File: config.mk
export PLATFORM = sky130hd
export DESIGN_NAME = ca_parity_alert
export DESIGN_NICKNAME = d
export VERILOG_FILES = /design/src/rtl/ca_par_pkg.sv /design/src/rtl/ca_par_calc.sv /design/src/rtl/alert_timer.sv /design/src/rtl/ca_par_capture.sv /design/src/rtl/ca_parity_alert.sv
export SDC_FILE = /design/constraint.sdc
export NUM_CORES = 1
export LEC_CHECK = 0
export BUFFER_PORTS_ARGS = -buffer_cell sky130_fd_sc_hd__buf_4
export CORE_AREA = 4 4 89 91
export CTS_CLUSTER_SIZE = 8
export DETAILED_ROUTE_END_ITERATION = 16
export DIE_AREA = 0 0 93 95
export PLACE_DENSITY_LB_ADDON = 0.05
export SLEW_MARGIN = 40
export SYNTH_ARGS = -nofsm -noshare
export SYNTH_HDL_FRONTEND = slang
export SYNTH_SLANG_ARGS = --single-unit
File: constraint.sdc
create_clock -name clk -period 3.1 [get_ports clk]
set_clock_uncertainty 0.1 [all_clocks]
set_input_delay 0.155 -clock clk [delete_from_list [all_inputs] [get_ports clk]]
set_output_delay 0.155 -clock clk [all_outputs]
set_load 0.05 [all_outputs]
File: src/rtl/ca_par_pkg.sv
package ca_par_pkg;

  // Width of the covered command word for a given build.
  function automatic int pkt_width(input int aw, input int bgw, input int baw,
                                   input int cw, input bit has_cid);
    return 1 + bgw + baw + aw + (has_cid ? cw : 0);
  endfunction

endpackage

File: src/rtl/ca_par_calc.sv
module ca_par_calc
  import ca_par_pkg::*;
#(
  parameter int ADDR_W  = 18,
  parameter int BG_W    = 2,
  parameter int BA_W    = 2,
  parameter int CID_W   = 3,
  parameter bit HAS_CID = 1'b1,
  localparam int PKT_W  = pkt_width(ADDR_W, BG_W, BA_W, CID_W, HAS_CID)
) (
  input  logic              act_n,
  input  logic [BG_W-1:0]   bg,
  input  logic [BA_W-1:0]   ba,
  input  logic [ADDR_W-1:0] addr,
  input  logic [CID_W-1:0]  cid,
  input  logic              par,
  output logic [PKT_W-1:0]  pkt,
  output logic              mismatch
);

  generate
    if (HAS_CID) begin : g_cid
      assign pkt = {act_n, bg, ba, addr, cid};
    end else begin : g_nocid
      logic unused_cid;
      assign unused_cid = ^cid;
      assign pkt = {act_n, bg, ba, addr};
    end
  endgenerate

  // Even parity: the covered bits and the parity bit XOR to zero when good.
  assign mismatch = ^{pkt, par};

endmodule

File: src/rtl/alert_timer.sv
module alert_timer #(
  parameter int CNT_W = 16
) (
  input  logic             clk,
  input  logic             rst,
  input  logic             load,
  input  logic [CNT_W-1:0] len,
  output logic             busy,
  output logic             busy_nxt
);

  logic [CNT_W-1:0] cnt;
  logic [CNT_W-1:0] cnt_nxt;

  always_comb begin
    if (load)
      cnt_nxt = len;
    else if (cnt != '0)
      cnt_nxt = cnt - 1'b1;
    else
      cnt_nxt = cnt;
  end

  always_ff @(posedge clk) begin
    if (rst) cnt <= '0;
    else     cnt <= cnt_nxt;
  end

  assign busy     = (cnt != '0);
  assign busy_nxt = (cnt_nxt != '0);

  // an unreloaded interval shrinks by exactly one per cycle
  a_r4_countdown: assert property (@(posedge clk) disable iff (rst)
    (busy && !load) |=> (cnt == $past(cnt) - 1'b1));

endmodule

File: src/rtl/ca_par_capture.sv
module ca_par_capture #(
  parameter int PKT_W = 26
) (
  input  logic             clk,
  input  logic             rst,
  input  logic             clr,
  input  logic             err,
  input  logic [PKT_W-1:0] pkt,
  output logic             sticky,
  output logic [PKT_W-1:0] cmd
);

  always_ff @(posedge clk) begin
    if (rst || clr) begin
      sticky <= 1'b0;
      cmd    <= '0;
    end else if (err && !sticky) begin
      sticky <= 1'b1;
      cmd    <= pkt;
    end
  end

  // flag and captured word hold until cleared
  a_r8_sticky_hold: assert property (@(posedge clk) disable iff (rst)
    (sticky && !clr) |=> sticky);
  a_r8_cmd_hold: assert property (@(posedge clk) disable iff (rst)
    (sticky && !clr) |=> $stable(cmd));
  // clear always empties the flag
  a_r9_clear: assert property (@(posedge clk) disable iff (rst)
    clr |=> !sticky);

endmodule

File: src/rtl/ca_parity_alert.sv
module ca_parity_alert
  import ca_par_pkg::*;
#(
  parameter int ADDR_W  = 18,
  parameter int BG_W    = 2,
  parameter int BA_W    = 2,
  parameter int CID_W   = 3,
  parameter bit HAS_CID = 1'b1,
  parameter int CNT_W   = 16,
  localparam int PKT_W  = pkt_width(ADDR_W, BG_W, BA_W, CID_W, HAS_CID)
) (
  input  logic              clk,
  input  logic              rst,
  input  logic              cs_n,
  input  logic              act_n,
  input  logic [BG_W-1:0]   bg,
  input  logic [BA_W-1:0]   ba,
  input  logic [ADDR_W-1:0] addr,
  input  logic [CID_W-1:0]  cid,
  input  logic              par,
  input  logic              par_en,
  input  logic              crc_err,
  input  logic              clr,
  input  logic [CNT_W-1:0]  par_cycles,
  input  logic [CNT_W-1:0]  crc_cycles,
  output logic              alert_n,
  output logic              cmd_ignored,
  output logic              par_err_sticky,
  output logic [PKT_W-1:0]  err_cmd
);

  logic [PKT_W-1:0] pkt;
  logic             mismatch;
  logic             par_busy, par_busy_nxt;
  logic             crc_busy, crc_busy_nxt;
  logic             par_load;

  ca_par_calc #(
    .ADDR_W(ADDR_W), .BG_W(BG_W), .BA_W(BA_W),
    .CID_W(CID_W), .HAS_CID(HAS_CID)
  ) u_calc (
    .act_n(act_n), .bg(bg), .ba(ba), .addr(addr), .cid(cid),
    .par(par), .pkt(pkt), .mismatch(mismatch)
  );

  // An error is accepted only on a selected, enabled cycle outside recovery.
  assign par_load = !cs_n && par_en && !par_busy && mismatch;

  alert_timer #(.CNT_W(CNT_W)) u_par_tmr (
    .clk(clk), .rst(rst), .load(par_load), .len(par_cycles),
    .busy(par_busy), .busy_nxt(par_busy_nxt)
  );

  alert_timer #(.CNT_W(CNT_W)) u_crc_tmr (
    .clk(clk), .rst(rst), .load(crc_err), .len(crc_cycles),
    .busy(crc_busy), .busy_nxt(crc_busy_nxt)
  );

  ca_par_capture #(.PKT_W(PKT_W)) u_cap (
    .clk(clk), .rst(rst), .clr(clr), .err(par_load), .pkt(pkt),
    .sticky(par_err_sticky), .cmd(err_cmd)
  );

  always_ff @(posedge clk) begin
    if (rst) begin
      alert_n     <= 1'b1;
      cmd_ignored <= 1'b0;
    end else begin
      alert_n     <= !(par_busy_nxt || crc_busy_nxt);
      cmd_ignored <= !cs_n && par_busy;
    end
  end

  // an accepted parity error pulls the alert low next cycle
  a_r4_err_alert: assert property (@(posedge clk) disable iff (rst)
    (par_load && par_cycles != '0) |=> !alert_n);
  // a CRC strobe pulls the alert low next cycle
  a_r5_crc_alert: assert property (@(posedge clk) disable iff (rst)
    (crc_err && crc_cycles != '0) |=> !alert_n);
  // commands are only reported ignored while the alert was already low
  a_r7_ignored_in_recovery: assert property (@(posedge clk) disable iff (rst)
    cmd_ignored |-> $past(!alert_n));
  // with checking disabled the sticky flag cannot change on its own
  a_r3_disabled_quiet: assert property (@(posedge clk) disable iff (rst)
    (!par_en && !clr) |=> $stable(par_err_sticky));

endmodule

; ---- After elaboration in Yosys (flattened, before gate mapping)
; Cells that the tools add are included.
[word_totals]
ff_bits = 61
inputBits = 65
wordCells = 28
[op_classes]
addsub = 2
muxes = 4
reduce_logical = 16
[ops]
columns = cell, n
row1 = $mux W16, 4
row2 = $reduce_bool A16 Y1, 4
row3 = $sub A16 B1 Y16 const B, 2
row4 = $reduce_xor A27 Y1, 1
row5 = $logic_and A1 B1 Y1, 5
row6 = $logic_not A1 Y1, 4
row7 = $logic_or A1 B1 Y1, 2

; ---- Depth between registers and ports, before layout
[logic_depth]
word_depth = 8
ltp_mapped = 11
depth_no_buf = 10

; ---- By module
; A second synthesis with hierarchy kept.
[hier_totals]
cells_unflattened = 452
area_unflattened_um2 = 3823.7
[by_module_without_submodules]
columns = module, instances, cells_each, area_each_um2
row1 = alert_timer at u_crc_tmr, 1, 139, 1127.3
row2 = alert_timer at u_par_tmr, 1, 139, 1122.3
row3 = ca_par_capture, 1, 119, 1066.0
row4 = ca_par_calc, 1, 50, 440.4
row5 = ca_parity_alert, 1, 5, 67.6

; ---- Worst setup path after synthesis
; No wires, ideal clock.
[synth_timing]
kind = register to register
from = register u_crc_tmr.cnt[0]
to = register alert_n
setup_ns = 0.096
t_arrival_ns = 2.625
path_slack_ns = 0.279
path_stages_with_launch = 11
n_path_buf = 0
path_cell_list = dfxtp_1 inv_1 ha_1 or3b_2 or2_1 nor4_1 xnor2_1 nor2_1 a2111oi_0 nand4_1 o41ai_2
[synth_between]
elab_chain_cells = 6
elab_cells_between_ends = 7
[synth_lines]
columns = item, line_no
row1 = from (decl), alert_timer.sv:12  ; logic [CNT_W-1:0] cnt;
row2 = from (signal assigned), alert_timer.sv:26  ; else cnt <= cnt_nxt;
row3 = $sub A16 B1 Y16 / $reduce_bool A16 Y1 (equally long branches), --
row4 = $mux W16 (*), alert_timer.sv:18  ; else if (cnt != '0)
row5 = $mux W16 (*), alert_timer.sv:16  ; if (load)
row6 = $reduce_bool A16 Y1 (*), alert_timer.sv:30  ; assign busy_nxt = (cnt_nxt != '0);
row7 = $logic_or A1 B1 Y1 (*), ca_parity_alert.sv:69  ; alert_n <= !(par_busy_nxt || crc_busy_nxt);
row8 = $logic_not A1 Y1 (*), ca_parity_alert.sv:69
row9 = to (signal assigned), ca_parity_alert.sv:69
row10 = to (decl), ca_parity_alert.sv:26  ; output logic alert_n,
; Mark *: on every way between the ends. The rest lies on a longest branch, timed or not.
; A chain may end at the register's enable or synchronous reset.

; ---- Final worst setup path
; Ends and elaborated chain as after synthesis.

==> summary.md <==
| Metric | Value |
|---|---|
| Die Footprint | `between 8000 and 9000 sq um` |
| Worst path slowest cell | `or3b_2` |
| Syn Nets | `511` |
| CP Data Arrival Time | `3.14 ns` |
| NumNets Final | `between 600 and 700` |
| RD Place Congestion | `0.909` |
| Std-Cell Rows | `31` |
| Syn avg cell area | `7.90 sq um` |
| R2r setup slk | `0.10 ns` |
| Post-synth EDFFs | `0` |
| IO buf count | `93` |
| Tmin final | `about 3 ns` |
| GRT Overall Usage | `22.7%` |
| IO Count | `94` |
| Maximum vdd drop | `between 0.4 and 0.5 mV` |
| CTS buffer count | `9` |
| Vias in the first global route | `3322` |
| Distinct cells, synth | `58` |
| Fmax | `0.333 GHz` |
| Yosys synthesis warning count | `0` |
| #FFs+latches synth | `61` |
| Predominant post-synthesis flop cell | `dfxtp_1` |
| Largest net degree at the start of global routing | `31` |
| Clock slew at reported path FFs | `0.07 ns` |
| Placed cell count | `619` |
| Detailed-route via count | `3579` |
| Antenna Nets Post-Route | `0` |
| Family with the most delay on the worst path | `simple AND/OR/NAND/NOR gates` |
| WP buf/inv | `1` |
| PwrDens | `roughly 630 nW/um^2` |
| Critical Path RT | `approximately 3.2 ns` |
| Core area | `7140 sq um` |
| Tcrit/Tclk final | `96.7%` |
| Slew @ Worst Pin | `~0.8 ns` |
| Layout Cells excl Fill | `676` |
| Total gr overflow | `0` |
| Post-CTS setup buffers | `0` |
| P_leak | `1.97 nW` |
| First-pass GRT wire length | `16000 um` |
| Crit path capture type | `flop` |
| Root buf cell | `clkbuf_8` |
| Max Slew Vio Count | `0` |
| Clock Latency Late Sink | `0.34 ns` |
| Worst-path cell chain | `inv_1, ha_1, or3b_2, or2_1, nor4_2, xnor2_1, nor2_1, a2111oi_2, nand4_1, o41ai_2` |
| DR WL/cell | `around 15 um` |
| Design Area, Final | `4880 sq um` |
| # diodes | `0` |
| Max Cap Viol | `0` |
| Setup violators final | `0` |
| Post-DP Area | `4280 sq um` |
| Initial Util | `48.9%` |
| Final hold vios | `0` |
| Kind of critical path | `flop to flop` |
| Mapped cell area | `3490 sq um` |
| Post-synth ARST share | `0%` |
| First-pass iteration count of the detailed router | `4` |
| Initial antenna violation count | `0` |
| Post-synth top area share | `between 30% and 40%` |
| Status | `finished clean` |
| Area grow syn2layout | `39.8%` |
| Top post-synthesis cells by area | `dfxtp_1, nand2_1, a21oi_1, xnor2_1, nor2_1` |
| Max FO, Critical Path | `5` |
| Initial DRC Count | `198` |
| Vias/cell | `5.29` |
| Yosys top cell by area | `dfxtp_1` |
| Num Clock Sinks | `61` |
| Fillers | `634` |
| # H-tree levels | `3` |
| Die W | `93 um` |
| Sequential area share after synthesis | `35.0%` |
| Die Span Y | `approximately 95 um` |
| Syn Inst Count | `442` |
| Max Buffers Root-to-Sink | `2` |
| Max_slew headroom | `46.8%` |
| Post-Route WL | `around 9900 um` |
| Layout cells sized above 1 | `24.3%` |
| HPWL after detailed placement | `6980 um` |
| Slowest stage delay, CP | `0.46 ns` |
| Worst min path class | `primary input to flop` |
| CTS tree | `yes` |
| DRC | `0` |
| Worst Setup Start Kind | `flop` |
[worst paths after layout]
| kind | end | cells after the start | start |
|---|---|---|---|
| max | alert_n | 10 | u_crc_tmr.cnt[0] |
| min | u_crc_tmr.cnt[15] | 3 | crc_cycles[15] |
| max reg2reg | alert_n | 10 | u_crc_tmr.cnt[0] |
| min reg2reg | u_cap.cmd[16] | 2 | u_cap.cmd[16] |
[cell usage after synthesis, drive strengths merged (7+ instances only)]
master  number
dfxtp       61
nor3        23
clkbuf      16
xnor2       26
inv         10
nand2       75
nor4        19
or4          7
xor2        10
buf         10
o21ai        7
a21oi       46
a211oi      11
nor2        44
[state kept, by name, summed over array words and instances, names as in the netlist]
register / flops
cmd_ignored: 1
u_par_tmr.cnt: 16
u_crc_tmr.cnt: 16
u_cap.sticky: 1
alert_n: 1
u_cap.cmd: 26
[per-stage QoR]
stage | hold slack [ns] | power, mW | util, % | setup slack [ns] | setup TNS [ns]
after floorplan | 0.134 | 2.06 | - | 0.279 | 0
after global placement | 0.230 | 2.40 | 60.0 | 0.124 | 0
after detailed placement | 0.231 | 2.41 | 60.0 | 0.000659 | 0
after CTS | 0.00237 | 3.08 | 68.1 | 0.0166 | 0
after global routing | 0.0397 | 3.31 | 68.4 | -0.00428 | -0.00428
final | 0.0193 | 3.08 | 68.4 | 0.101 | 0
[area by class of cell]
type / count / area, sq um / area share (%)
timing repair buffer: 146 / 1200 / 24.6
tap: 99 / 124 / 2.54
multi-input combinational: 345 / 2130 / 43.7
clock inverter: 5 / 27.5 / 0.564
inverter: 10 / 37.5 / 0.769
sequential: 61 / 1220 / 25.0
clock buffer: 10 / 138 / 2.82
[cells in the final DEF (no fill, tap or decap), types with 3 or more instances in the layout]
| cell type | n |
|---|---|
| nand3_1 | 4 |
| dlygate4sd3_1 | 42 |
| o31a_1 | 3 |
| nor2b_1 | 3 |
| nor2_1 | 42 |
| dfxtp_1 | 61 |
| nor4_2 | 4 |
| nand2_1 | 75 |
| or4_1 | 6 |
| clkbuf_8 | 10 |
| buf_4 | 104 |
| xor2_1 | 10 |
| o21ai_0 | 7 |
| a211oi_1 | 11 |
| nand2b_1 | 4 |
| ha_1 | 4 |
| xnor2_1 | 26 |
| and2_1 | 6 |
| a31oi_1 | 5 |
| nor3_1 | 21 |
| clkinv_2 | 4 |
| or3_1 | 6 |
| inv_1 | 10 |
| nor4_1 | 13 |
| mux2i_1 | 6 |
| a21oi_1 | 46 |
[where the power goes]
part | switching, mW | internal [mW] | leakage (nW)
clock | 0.317 | 0.301 | 0.0877
combinational | 0.822 | 0.641 | 1.38
sequential | 0.121 | 0.881 | 0.499
[worst register-to-register path, stage by stage, from the launching register on]
cell and delay [ns]:
dfxtp_1 0.35, inv_1 0.14, ha_1 0.19, or3b_2 0.46, or2_1 0.30, nor4_2 0.29, xnor2_1 0.16, nor2_1 0.09
a2111oi_2 0.35, nand4_1 0.16, o41ai_2 0.31
[timing repair]
| item | in CTS | in global routing |
|---|---|---|
| pin swaps | 0 | 0 |
| endpoints found under the setup margin | 1 | 1 |
| resized for setup | 1 | 2 |
| hold buffers | 41 | 1 |
| endpoints found under the hold margin | 41 | 1 |
[metal layers]
metal,track usage (%),up-vias,part of all wire [%]
met4,7.69,0,1.0
met5,0,-,0
met2,34.8,133,45
met1,32.3,1628,46
li1,-,1811,-
met3,3.75,7,7.3
[cells by family (layout without fill, tap and decap cells)]
group | Yosys count | in the layout | synth area share, %
adders and majority gates | 4 | 4 | 1.43
AOI/OAI and AO/OA | 89 | 89 | 16.2
muxes | 7 | 7 | 2.04
buffers and inverters | 36 | 171 | 4.34
xor gates and xnor gates | 38 | 38 | 10.3
and+or+nand+nor | 207 | 207 | 30.7
DFF | 61 | 61 | 35.0
Power figures use the tool's default switching activity.
